File: config.mk
export PLATFORM = sky130hd
export DESIGN_NAME = pdc_cache
export DESIGN_NICKNAME = d
export VERILOG_FILES = /design/src/rtl/pdc_pkg.sv /design/src/rtl/pdc_tag_store.sv /design/src/rtl/pdc_ctrl.sv /design/src/rtl/pdc_cache.sv
export SDC_FILE = /design/constraint.sdc
export NUM_CORES = 2
export LEC_CHECK = 0
export CORE_ASPECT_RATIO = 0.9
export CORE_UTILIZATION = 52
export CTS_CLUSTER_DIAMETER = 100
export DETAILED_ROUTE_END_ITERATION = 8
export PLACE_DENSITY_LB_ADDON = 0.3
export SETUP_SLACK_MARGIN = 0.5
export SLEW_MARGIN = 25
export SYNTH_ARGS = -nofsm -noshare
export SYNTH_HDL_FRONTEND = slang
export SYNTH_SLANG_ARGS = --single-unit
File: constraint.sdc
create_clock -name clk -period 6.3 [get_ports clk]
set_clock_uncertainty 0.05 [all_clocks]
set_input_delay 1.575 -clock clk [delete_from_list [all_inputs] [get_ports clk]]
set_output_delay 1.575 -clock clk [all_outputs]
set_load 0.02 [all_outputs]
File: src/rtl/pdc_pkg.sv
package pdc_pkg;

  typedef enum logic [1:0] {
    POL_WT   = 2'b00,
    POL_WB   = 2'b01,
    POL_WBA  = 2'b10,
    POL_WBA2 = 2'b11
  } pol_e;

  typedef enum logic [2:0] {
    ST_IDLE,
    ST_EVICT,
    ST_FILL,
    ST_MWR,
    ST_MRD,
    ST_DONE
  } st_e;

endpackage

File: src/rtl/pdc_tag_store.sv
module pdc_tag_store #(
  parameter int unsigned AW    = 32,
  parameter int unsigned DW    = 32,
  parameter int unsigned LINES = 16,
  parameter int unsigned WORDS = 4
) (
  input  logic                 clk,
  input  logic                 rst_n,
  input  logic                 inv_all,
  input  logic [$clog2(LINES)-1:0] idx,
  input  logic [$clog2(WORDS)-1:0] rd_off,
  input  logic                 wr_en,
  input  logic [$clog2(WORDS)-1:0] wr_off,
  input  logic [DW-1:0]        wr_data,
  input  logic                 set_dirty,
  input  logic                 install,
  input  logic [AW-$clog2(LINES)-$clog2(WORDS)-$clog2(DW/8)-1:0] inst_tag,
  output logic [DW-1:0]        rd_data,
  output logic [AW-$clog2(LINES)-$clog2(WORDS)-$clog2(DW/8)-1:0] rd_tag,
  output logic                 rd_valid,
  output logic                 rd_dirty
);

  localparam int unsigned IDX_W  = $clog2(LINES);
  localparam int unsigned OFF_W  = $clog2(WORDS);
  localparam int unsigned BYTE_W = $clog2(DW/8);
  localparam int unsigned TAG_W  = AW - IDX_W - OFF_W - BYTE_W;

  logic [LINES-1:0] valid_q, valid_d;
  logic [LINES-1:0] dirty_q, dirty_d;
  logic [TAG_W-1:0] tag_q  [LINES];
  logic [DW-1:0]    data_q [LINES][WORDS];

  // Line state next-state: invalidate wins over install and dirty marking
  always_comb begin
    valid_d = valid_q;
    dirty_d = dirty_q;
    if (inv_all) begin
      valid_d = '0;
      dirty_d = '0;
    end else if (install) begin
      valid_d[idx] = 1'b1;
      dirty_d[idx] = 1'b0;
    end else if (set_dirty) begin
      dirty_d[idx] = 1'b1;
    end
  end

  always_ff @(posedge clk or negedge rst_n) begin
    if (!rst_n) begin
      valid_q <= '0;
      dirty_q <= '0;
    end else begin
      valid_q <= valid_d;
      dirty_q <= dirty_d;
    end
  end

  // Storage arrays carry no reset; enables written out
  always_ff @(posedge clk) begin
    if (install) tag_q[idx] <= inst_tag;
    if (wr_en)   data_q[idx][wr_off] <= wr_data;
  end

  assign rd_data  = data_q[idx][rd_off];
  assign rd_tag   = tag_q[idx];
  assign rd_valid = valid_q[idx];
  assign rd_dirty = dirty_q[idx];

  // an invalidate pulse leaves no valid or dirty line behind
  a_r10_inv_clears: assert property (@(posedge clk) disable iff (!rst_n)
    inv_all |=> (valid_q == '0) && (dirty_q == '0));

  // dirty marking is only ever applied to a resident line
  a_r5_dirty_implies_valid: assert property (@(posedge clk) disable iff (!rst_n)
    (dirty_q & ~valid_q) == '0);

endmodule

File: src/rtl/pdc_ctrl.sv
module pdc_ctrl
  import pdc_pkg::*;
#(
  parameter int unsigned AW    = 32,
  parameter int unsigned DW    = 32,
  parameter int unsigned LINES = 16,
  parameter int unsigned WORDS = 4
) (
  input  logic                 clk,
  input  logic                 rst_n,
  input  logic                 inv_all,
  input  logic                 req_valid,
  input  logic                 req_write,
  input  logic [AW-1:0]        req_addr,
  input  logic [DW-1:0]        req_wdata,
  input  logic [1:0]           req_policy,
  input  logic                 req_cacheable,
  output logic                 req_ready,
  output logic [DW-1:0]        rsp_rdata,
  output logic                 mem_valid,
  output logic                 mem_write,
  output logic [AW-1:0]        mem_addr,
  output logic [DW-1:0]        mem_wdata,
  input  logic                 mem_ready,
  input  logic [DW-1:0]        mem_rdata,
  // store side
  output logic [$clog2(LINES)-1:0] st_idx,
  output logic [$clog2(WORDS)-1:0] st_rd_off,
  output logic                 st_wr_en,
  output logic [$clog2(WORDS)-1:0] st_wr_off,
  output logic [DW-1:0]        st_wr_data,
  output logic                 st_set_dirty,
  output logic                 st_install,
  output logic [AW-$clog2(LINES)-$clog2(WORDS)-$clog2(DW/8)-1:0] st_tag,
  input  logic [DW-1:0]        line_word,
  input  logic [AW-$clog2(LINES)-$clog2(WORDS)-$clog2(DW/8)-1:0] line_tag,
  input  logic                 line_valid,
  input  logic                 line_dirty
);

  localparam int unsigned IDX_W  = $clog2(LINES);
  localparam int unsigned OFF_W  = $clog2(WORDS);
  localparam int unsigned BYTE_W = $clog2(DW/8);
  localparam int unsigned TAG_W  = AW - IDX_W - OFF_W - BYTE_W;
  localparam logic [OFF_W-1:0] LAST_BEAT = OFF_W'(WORDS - 1);

  st_e              state_q, state_d;
  logic [OFF_W-1:0] beat_q, beat_d;
  logic [DW-1:0]    cap_q, cap_d;

  logic [TAG_W-1:0] req_tag;
  logic [IDX_W-1:0] req_idx;
  logic [OFF_W-1:0] req_off;
  logic             hit, pol_wt, pol_alloc;

  assign req_tag   = req_addr[AW-1 -: TAG_W];
  assign req_idx   = req_addr[BYTE_W+OFF_W +: IDX_W];
  assign req_off   = req_addr[BYTE_W +: OFF_W];
  assign hit       = line_valid && (line_tag == req_tag);
  assign pol_wt    = (req_policy == POL_WT);
  assign pol_alloc = req_policy[1];

  assign st_idx = req_idx;
  assign st_tag = req_tag;

  always_comb begin
    state_d      = state_q;
    beat_d       = beat_q;
    cap_d        = cap_q;
    req_ready    = 1'b0;
    rsp_rdata    = line_word;
    mem_valid    = 1'b0;
    mem_write    = 1'b0;
    mem_addr     = req_addr;
    mem_wdata    = req_wdata;
    st_rd_off    = req_off;
    st_wr_en     = 1'b0;
    st_wr_off    = req_off;
    st_wr_data   = req_wdata;
    st_set_dirty = 1'b0;
    st_install   = 1'b0;
    unique case (state_q)
      ST_IDLE: begin
        if (req_valid && !inv_all) begin
          if (!req_cacheable) begin
            state_d = req_write ? ST_MWR : ST_MRD;
          end else if (hit) begin
            if (!req_write) begin
              req_ready = 1'b1;
            end else if (pol_wt) begin
              state_d = ST_MWR;
            end else begin
              req_ready    = 1'b1;
              st_wr_en     = 1'b1;
              st_set_dirty = 1'b1;
            end
          end else if (!req_write || pol_alloc) begin
            beat_d  = '0;
            state_d = line_dirty ? ST_EVICT : ST_FILL;
          end else begin
            state_d = ST_MWR;
          end
        end
      end
      ST_EVICT: begin
        mem_valid = 1'b1;
        mem_write = 1'b1;
        st_rd_off = beat_q;
        mem_addr  = {line_tag, req_idx, beat_q, {BYTE_W{1'b0}}};
        mem_wdata = line_word;
        if (mem_ready) begin
          beat_d = beat_q + 1'b1;
          if (beat_q == LAST_BEAT) state_d = ST_FILL;
        end
      end
      ST_FILL: begin
        mem_valid = 1'b1;
        mem_addr  = {req_tag, req_idx, beat_q, {BYTE_W{1'b0}}};
        if (mem_ready) begin
          st_wr_en   = 1'b1;
          st_wr_off  = beat_q;
          st_wr_data = mem_rdata;
          beat_d     = beat_q + 1'b1;
          if (beat_q == LAST_BEAT) begin
            st_install = 1'b1;
            state_d    = ST_IDLE;
          end
        end
      end
      ST_MWR: begin
        mem_valid = 1'b1;
        mem_write = 1'b1;
        if (mem_ready) begin
          st_wr_en = req_cacheable && hit;
          state_d  = ST_DONE;
        end
      end
      ST_MRD: begin
        mem_valid = 1'b1;
        if (mem_ready) begin
          cap_d   = mem_rdata;
          state_d = ST_DONE;
        end
      end
      ST_DONE: begin
        req_ready = 1'b1;
        rsp_rdata = cap_q;
        state_d   = ST_IDLE;
      end
      default: state_d = ST_IDLE;
    endcase
  end

  always_ff @(posedge clk or negedge rst_n) begin
    if (!rst_n) begin
      state_q <= ST_IDLE;
      beat_q  <= '0;
      cap_q   <= '0;
    end else begin
      state_q <= state_d;
      beat_q  <= beat_d;
      cap_q   <= cap_d;
    end
  end

  // CPU sees no completion while the memory port is busy
  a_r11_stall: assert property (@(posedge clk) disable iff (!rst_n)
    mem_valid |-> !req_ready);

  // an unaccepted memory request is held unchanged
  a_r11_hold: assert property (@(posedge clk) disable iff (!rst_n)
    (mem_valid && !mem_ready) |=> (mem_valid && $stable(mem_addr) && $stable(mem_write)));

  // the last accepted eviction word is followed by the fill
  a_r6_evict_then_fill: assert property (@(posedge clk) disable iff (!rst_n)
    (state_q == ST_EVICT && mem_ready && beat_q == LAST_BEAT) |=> (mem_valid && !mem_write));

  // a non-cacheable request never allocates or dirties a line
  a_r9_bypass_no_alloc: assert property (@(posedge clk) disable iff (!rst_n)
    (req_valid && !req_cacheable) |-> (!st_install && !st_set_dirty));

endmodule

File: src/rtl/pdc_cache.sv
module pdc_cache #(
  parameter int unsigned AW    = 32,
  parameter int unsigned DW    = 32,
  parameter int unsigned LINES = 16,
  parameter int unsigned WORDS = 4
) (
  input  logic          clk,
  input  logic          rst_n,
  input  logic          inv_all,
  input  logic          req_valid,
  input  logic          req_write,
  input  logic [AW-1:0] req_addr,
  input  logic [DW-1:0] req_wdata,
  input  logic [1:0]    req_policy,
  input  logic          req_cacheable,
  output logic          req_ready,
  output logic [DW-1:0] rsp_rdata,
  output logic          mem_valid,
  output logic          mem_write,
  output logic [AW-1:0] mem_addr,
  output logic [DW-1:0] mem_wdata,
  input  logic          mem_ready,
  input  logic [DW-1:0] mem_rdata
);

  localparam int unsigned IDX_W  = $clog2(LINES);
  localparam int unsigned OFF_W  = $clog2(WORDS);
  localparam int unsigned BYTE_W = $clog2(DW/8);
  localparam int unsigned TAG_W  = AW - IDX_W - OFF_W - BYTE_W;

  // Asynchronous assertion, synchronous release
  logic [1:0] rst_sync_q;
  logic       rst_int_n;

  always_ff @(posedge clk or negedge rst_n) begin
    if (!rst_n) rst_sync_q <= '0;
    else        rst_sync_q <= {rst_sync_q[0], 1'b1};
  end
  assign rst_int_n = rst_sync_q[1];

  logic [IDX_W-1:0] st_idx;
  logic [OFF_W-1:0] st_rd_off, st_wr_off;
  logic             st_wr_en, st_set_dirty, st_install;
  logic [DW-1:0]    st_wr_data, line_word;
  logic [TAG_W-1:0] st_tag, line_tag;
  logic             line_valid, line_dirty;

  pdc_tag_store #(.AW(AW), .DW(DW), .LINES(LINES), .WORDS(WORDS)) store_i (
    .clk       (clk),
    .rst_n     (rst_int_n),
    .inv_all   (inv_all),
    .idx       (st_idx),
    .rd_off    (st_rd_off),
    .wr_en     (st_wr_en),
    .wr_off    (st_wr_off),
    .wr_data   (st_wr_data),
    .set_dirty (st_set_dirty),
    .install   (st_install),
    .inst_tag  (st_tag),
    .rd_data   (line_word),
    .rd_tag    (line_tag),
    .rd_valid  (line_valid),
    .rd_dirty  (line_dirty)
  );

  pdc_ctrl #(.AW(AW), .DW(DW), .LINES(LINES), .WORDS(WORDS)) ctrl_i (
    .clk           (clk),
    .rst_n         (rst_int_n),
    .inv_all       (inv_all),
    .req_valid     (req_valid),
    .req_write     (req_write),
    .req_addr      (req_addr),
    .req_wdata     (req_wdata),
    .req_policy    (req_policy),
    .req_cacheable (req_cacheable),
    .req_ready     (req_ready),
    .rsp_rdata     (rsp_rdata),
    .mem_valid     (mem_valid),
    .mem_write     (mem_write),
    .mem_addr      (mem_addr),
    .mem_wdata     (mem_wdata),
    .mem_ready     (mem_ready),
    .mem_rdata     (mem_rdata),
    .st_idx        (st_idx),
    .st_rd_off     (st_rd_off),
    .st_wr_en      (st_wr_en),
    .st_wr_off     (st_wr_off),
    .st_wr_data    (st_wr_data),
    .st_set_dirty  (st_set_dirty),
    .st_install    (st_install),
    .st_tag        (st_tag),
    .line_word     (line_word),
    .line_tag      (line_tag),
    .line_valid    (line_valid),
    .line_dirty    (line_dirty)
  );

  // no memory request while the internal reset is held
  a_r12_quiet_in_reset: assert property (@(posedge clk)
    !rst_int_n |-> !mem_valid);

endmodule

Word level (Yosys, flattened, before mapping):

Memory sizes are Yosys's and may differ from the RTL's.
Cells that the tools add are included.

* output and inout bits: 99
* memories: 2
* word-level logic and storage cells: 126
* input port bits: 105
* RAM bits: 2432
* flip-flop bits (word level): 71

* mux-type cells: 67
* $lt $le $gt $ge: 5
* reduce and logical (&&, ||, !) cells: 20
* $add $sub $neg: 1
* bitwise operators: 6
* eq/ne operators: 19

Memories
* store_i.data_q: depth 16, bits a word 128, rd ports 1, clocked after Yosys merged registers in 0, write ports 1, RTL line pdc_tag_store.sv:32 `logic [DW-1:0] data_q [LINES][WORDS];`
* store_i.tag_q: depth 16, bits a word 24, rd ports 1, clocked after Yosys merged registers in 0, write ports 1, RTL line pdc_tag_store.sv:31 `logic [TAG_W-1:0] tag_q [LINES];`

Operators with widths (number)
* two-way mux 32 bit: 7
* two-way mux 128 bit: 1
* two-way mux 16 bit: 5
* binary-select mux 32 bit (select 2 bit): 1
* demux 32 bit (select 2 bit): 1
* case mux 32 bit (2 select lines): 1
* two-way mux 3 bit: 12
* OR 16 bit: 2
* equality test 24 bit: 1
* two-way mux 1 bit: 23
* two-way mux 2 bit: 9
* AND 16 bit: 1
* NOT 16 bit: 1
* != test 2 x 1 -> 1 bit (second input constant): 6
* case mux 3 bit (4 select lines): 1
* binary-select mux 1 bit (select 4 bit): 2
* != test 2 bit (second input constant): 4
* != test 4 bit (second input constant): 2
* AND reduction 8 bit: 1
* equality test 3 x 2 -> 1 bit (second input constant): 2
* equality test 3 bit (second input constant): 2
* >= comparator 3 bit (second input constant): 2
* NOT 2 -> 3 bit: 2
* AND reduction 6 bit: 1
* 20 further kinds: 28

Logic depth before layout (Yosys ltp):

* depth in word-level cells: 10
* depth in mapped cells: 16
* gate-level depth less buffers: 9

Modules after synthesis:

Synthesis repeated with hierarchy kept, for this count alone.

* cells, all modules: 4506
* area total of the unflattened synthesis: 98022.8 um^2

By module, submodules not included
* pdc_tag_store: times used 1, seq. area each 73830.8 um^2, area each 94270.4 um^2, cells an instance 4166
* pdc_ctrl: times used 1, seq. area each 925.9 um^2, area each 3698.5 um^2, cells an instance 337
* pdc_cache: times used 1, seq. area each 50.0 um^2, area each 53.8 um^2, cells an instance 3

Least setup slack after synthesis:

OpenSTA, ideal clock, no wires.

* kind: input-to-output
* start point: in req_addr[4]
* end point: out mem_wdata[0]
* buffers on the path: 8
* stages on the path: 14
* setup slack: 0.107 ns
* arrival time: 4.568 ns
* data required time: 4.675 ns
* cells stage by stage: buf_4 buf_6 buf_4 buf_2 buf_2 buf_2 buf_2 buf_2 mux4_2 mux4_2 nand2_1 nand3_1 o21ai_0 o21ai_0

* cells in the longest elaborated chain, start to end: 5

RTL lines
* start: declaration: RTL line pdc_cache.sv:12 `input logic [AW-1:0] req_addr,`
* memory (16 x 128 bit)
* binary-select mux 32 bit (select 2 bit): RTL line pdc_tag_store.sv:65 `assign rd_data = data_q[idx][rd_off];`
* two-way mux 32 bit (not written as such) (2 in a row): RTL line pdc_tag_store.sv:65
* two-way mux 32 bit: RTL line pdc_ctrl.sv:82 `unique case (state_q)`
* end: declaration: RTL line pdc_cache.sv:21 `output logic [DW-1:0] mem_wdata,`

Every way passes these cells. The select of a mux whose other input is x is not followed.

Worst setup path after layout:

* start point: in req_addr[4]
* end point: out req_ready

* cells in the longest elaborated chain, start to end: 7
* elaborated cells on any way between the ends: 9
* those cells by class: eq/ne: 1; mux: 6; reduce/logical: 1; memory: 1

RTL lines
* memory (16 x 24 bit) / binary-select mux 1 bit (select 4 bit) (equally long branches)
* equality test 24 bit / two-way mux 1 bit (equally long branches): RTL line pdc_ctrl.sv:59, pdc_tag_store.sv:67
* logical AND 1 bit (*): RTL line pdc_ctrl.sv:59 `assign hit = line_valid && (line_tag == req_tag);`
* two-way mux 1 bit (*): RTL line pdc_ctrl.sv:87 `end else if (hit) begin`
* two-way mux 1 bit (*): RTL line pdc_ctrl.sv:85 `if (!req_cacheable) begin`
* two-way mux 1 bit (*): RTL line pdc_ctrl.sv:84 `if (req_valid && !inv_all) begin`
* case mux 1 bit (2 select lines) (*): RTL line pdc_ctrl.sv:82
* end: declaration: RTL line pdc_cache.sv:16 `output logic req_ready,`

Mark *: on every way between the ends. The rest lies on a longest branch, timed or not. The select of a mux whose other input is x is not followed.

==> results.ini <==
[run_status]
status=finished, final reports clean

[route]
ant_nets=0
dr.first_iter.drc_count=7237
drt_first_pass_iters=6
vias=51300
wl_um=261000
avgRoutedWirePerCell_um=32.7
viasPerCell=6.42
drc=0

[synthesis]
syn_avg_cell_area_um2=21.9
ys_seq_area_frac=0.759
synth_top_area_share=0.741
synthArstFlopShare=0.0284
syn_nets=4613
synth_top_area_cell=edfxtp_1
ys_ff_latch=2503
ys_types=60
synth_cells=4507
synthTopCellsByArea=edfxtp_1, mux4_2, dfrtp_1, nand2_1, mux2_2
synth_ff_type=edfxtp_1
ys_top_cells_by_count=edfxtp_1, mux4_2, nand2_1, nor2_1, clkbuf_1
synthMostInstantiatedCell=edfxtp_1
syn_area_um2=98500
synth_edf_count=2432
yosys_warnings=0

[global_route]
antenna_found_initial=10
grt_util_met2=0.423
globalRouteMet1Util=0.387
gr-total-overflow=0
groute.usage.overall=0.272
busiest_layer=met2
grt_pass1_vias=51200
grt_max_degree=65
grt_pass1_wl_um=368000
grt.met3_usage=0.0515

[setup_path]
cp_slowest_cell=mux4_2
reg2reg_slack_ns=2.13
cp-end-kind=output pin
worstPathArrival_ns=4.49
ff2ff_path_depth=15
start_kind=input port
cp_slowest_stage_delay_ns=0.48
crit_required_ns=4.68
crit_buf_inv=7
path_cells=buf_16 -> buf_12 -> buf_8 -> mux4_2 -> mux2i_1 -> mux2i_1 -> xor2_1 -> nor4_4 -> buf_4 -> nand4_1 -> buf_4 -> nor4b_4 -> buf_12 -> a31o_4 -> buf_6
crit_fanout=6
r2r-start=store_i.tag_q[2][7]$_DFFE_PP_
critical_path_class=in2out
r2r-end=store_i.data_q[12][29]$_DFFE_PP_
critical_path.top_delay_family=buffers and inverters

[die]
core-area_um2=188000
dieArea_um2=191000
io_pins=204
std_cell_rows=151
start_util=0.524
dieHeight_um=415
die_w_um=461

[hold_path]
hold_path_class=reg2async

[placed_design]
numPortBuffers=203
dp_slack_ns=-0.897
dp_hpwl_um=152000
gp_congestion=0.842
dpl.cell_count=7446

[timing]
fin_setup_tns_ns=0
finalWorstSetupSlack_ns=0.189
slew_headroom=0.284
worstMarginPinSlew_ns=1.07
rsz0062_at_grt=true
fmax_mhz=164
setup_violations=0
min_period_ns=6.11
fin_crit_sh=0.970
slew_viol_final=0
final-hold-violation-count=0

[final_layout]
fill_cells=12200
fin_cells=7989
area_delta_synth_final_pct=20.8
drive_gt1_frac=0.365
register_area_um2=74800
final_util=0.633
fin_nets=5370
multi_input_area_um2=23800

[power]
powerDensity_nw_per_um2=319
p_total_w=0.0380
leakage_nw=38.8
peakVddDrop_mv=0.289

[clock_network]
clk_pin_slew_ns=0.06
htreeDepth=4
cts_root_buf=clkbuf_16
numCtsBuffers=230
cts_hold_buf=0
cts_buffer_depth=3
worstSkewPairLatency_ns=0.89
cts_tree=done
clock-sinks=2503

[job]
drv_cap=0

[report_power, final]
group          switching, W  internal [W]
Clock               0.00620       0.00801
Sequential         0.000103        0.0189
Combinational       0.00294       0.00181
[registers in the layout, summed over array words and instances (netlist names)]
register	flops
rst_sync_q	2
store_i.tag_q	384
ctrl_i.state_q	3
store_i.data_q	2048
ctrl_i.cap_q	32
store_i.valid_q	16
store_i.dirty_q	16
ctrl_i.beat_q	2
[metrics by stage]
stage | cell area [um2] | hold slack [ns]
after detailed placement | 109000 | 0.129
after global routing | 119000 | 0.147
final | 119000 | 0.123
after floorplan | 99100 | 0.281
after global placement | 109000 | 0.131
after CTS | 118000 | 0.135
[worst max-delay path by stage]
stage / start / slack (ns) / to / cells past startpoint
2_1_floorplan: req_addr[4] / 0.29 / store_i.data_q[9][64]$_DFFE_PP_ / 12
3_3_place_gp: req_addr[5] / -0.88 / req_ready / 13
3_5_place_dp: req_addr[5] / -0.90 / req_ready / 13
4_1_cts: req_addr[4] / 0.10 / req_ready / 15
5_1_grt: req_addr[4] / 0.11 / req_ready / 15
6_report: req_addr[4] / 0.19 / req_ready / 15
[cells by family (layout without fill, tap and decap cells)]
group	after synthesis	after routing	share of synthesized area
XOR/XNOR	25	25	0.00222
AO/OA/AOI/OAI	235	235	0.0147
other	1	4	0.0000381
flip-flops	2503	2503	0.759
multiplexers	914	914	0.187
adder cells (fa/ha/maj)	1	1	0.000127
AND/OR/NAND/NOR	555	555	0.0235
buffers and inverters	273	1228	0.0130
[metal layers]
| layer | part of all wire | vias up | wire length, um |
|---|---|---|---|
| met2 | 0.48 | 3233 | 126000 |
| met1 | 0.38 | 27100 | 98200 |
| li1 | - | 20400 | - |
| met5 | 0.000046 | - | 12 |
| met3 | 0.10 | 483 | 27300 |
| met4 | 0.038 | 2 | 9950 |
[cell type report]
| class | instances | share of cell area |
|---|---|---|
| flip-flops and latches | 2503 | 0.628 |
| multi-input cells | 1731 | 0.200 |
| repair buffers | 784 | 0.0799 |
| clock buffers | 278 | 0.0500 |
| well taps | 2524 | 0.0265 |
| clock inverters | 152 | 0.0148 |
| inverters | 14 | 0.000441 |
| diodes | 3 | 0.0000630 |
[placed cells by master, fill, tap and decap left out, types with 14 or more instances in the layout]
cell             Yosys  routed
edfxtp_1          2432    2432
mux4_2             731     733
buf_4               14     342
nand2_1            291     267
clkbuf_16            0     239
buf_12               0     188
clkdlybuf4s50_1      0     133
mux2i_1             90      88
nor2_4               0      80
nor2_1             152      72
mux2_2              90      71
dfrtp_1             71      70
o21ai_2              0      59
clkinv_1             0      47
clkbuf_1           142      47
clkinv_2             0      44
o21ai_0            131      38
buf_6               13      33
nand3_1             41      30
bufinv_16            0      30
buf_16               0      25
nor3_1              25      24
o21ai_1              0      24
a22o_1              19      19
mux2_4               0      19
nand2_2              0      18
a22oi_1             15      15
dlymetal6s2s_1       0      14
[what timing repair did]
| action | 4_1_cts | 5_1_grt |
|---|---|---|
| resized for setup | 95 | 252 |
| hold endpoints to repair | 0 | 0 |
| setup buffers | 21 | 75 |
| endpoints found under the setup margin | 68 | 69 |
| gates cloned | 5 | 9 |
| pin swaps | 5 | 25 |
No activity file was read; power rests on OpenSTA's default activity.
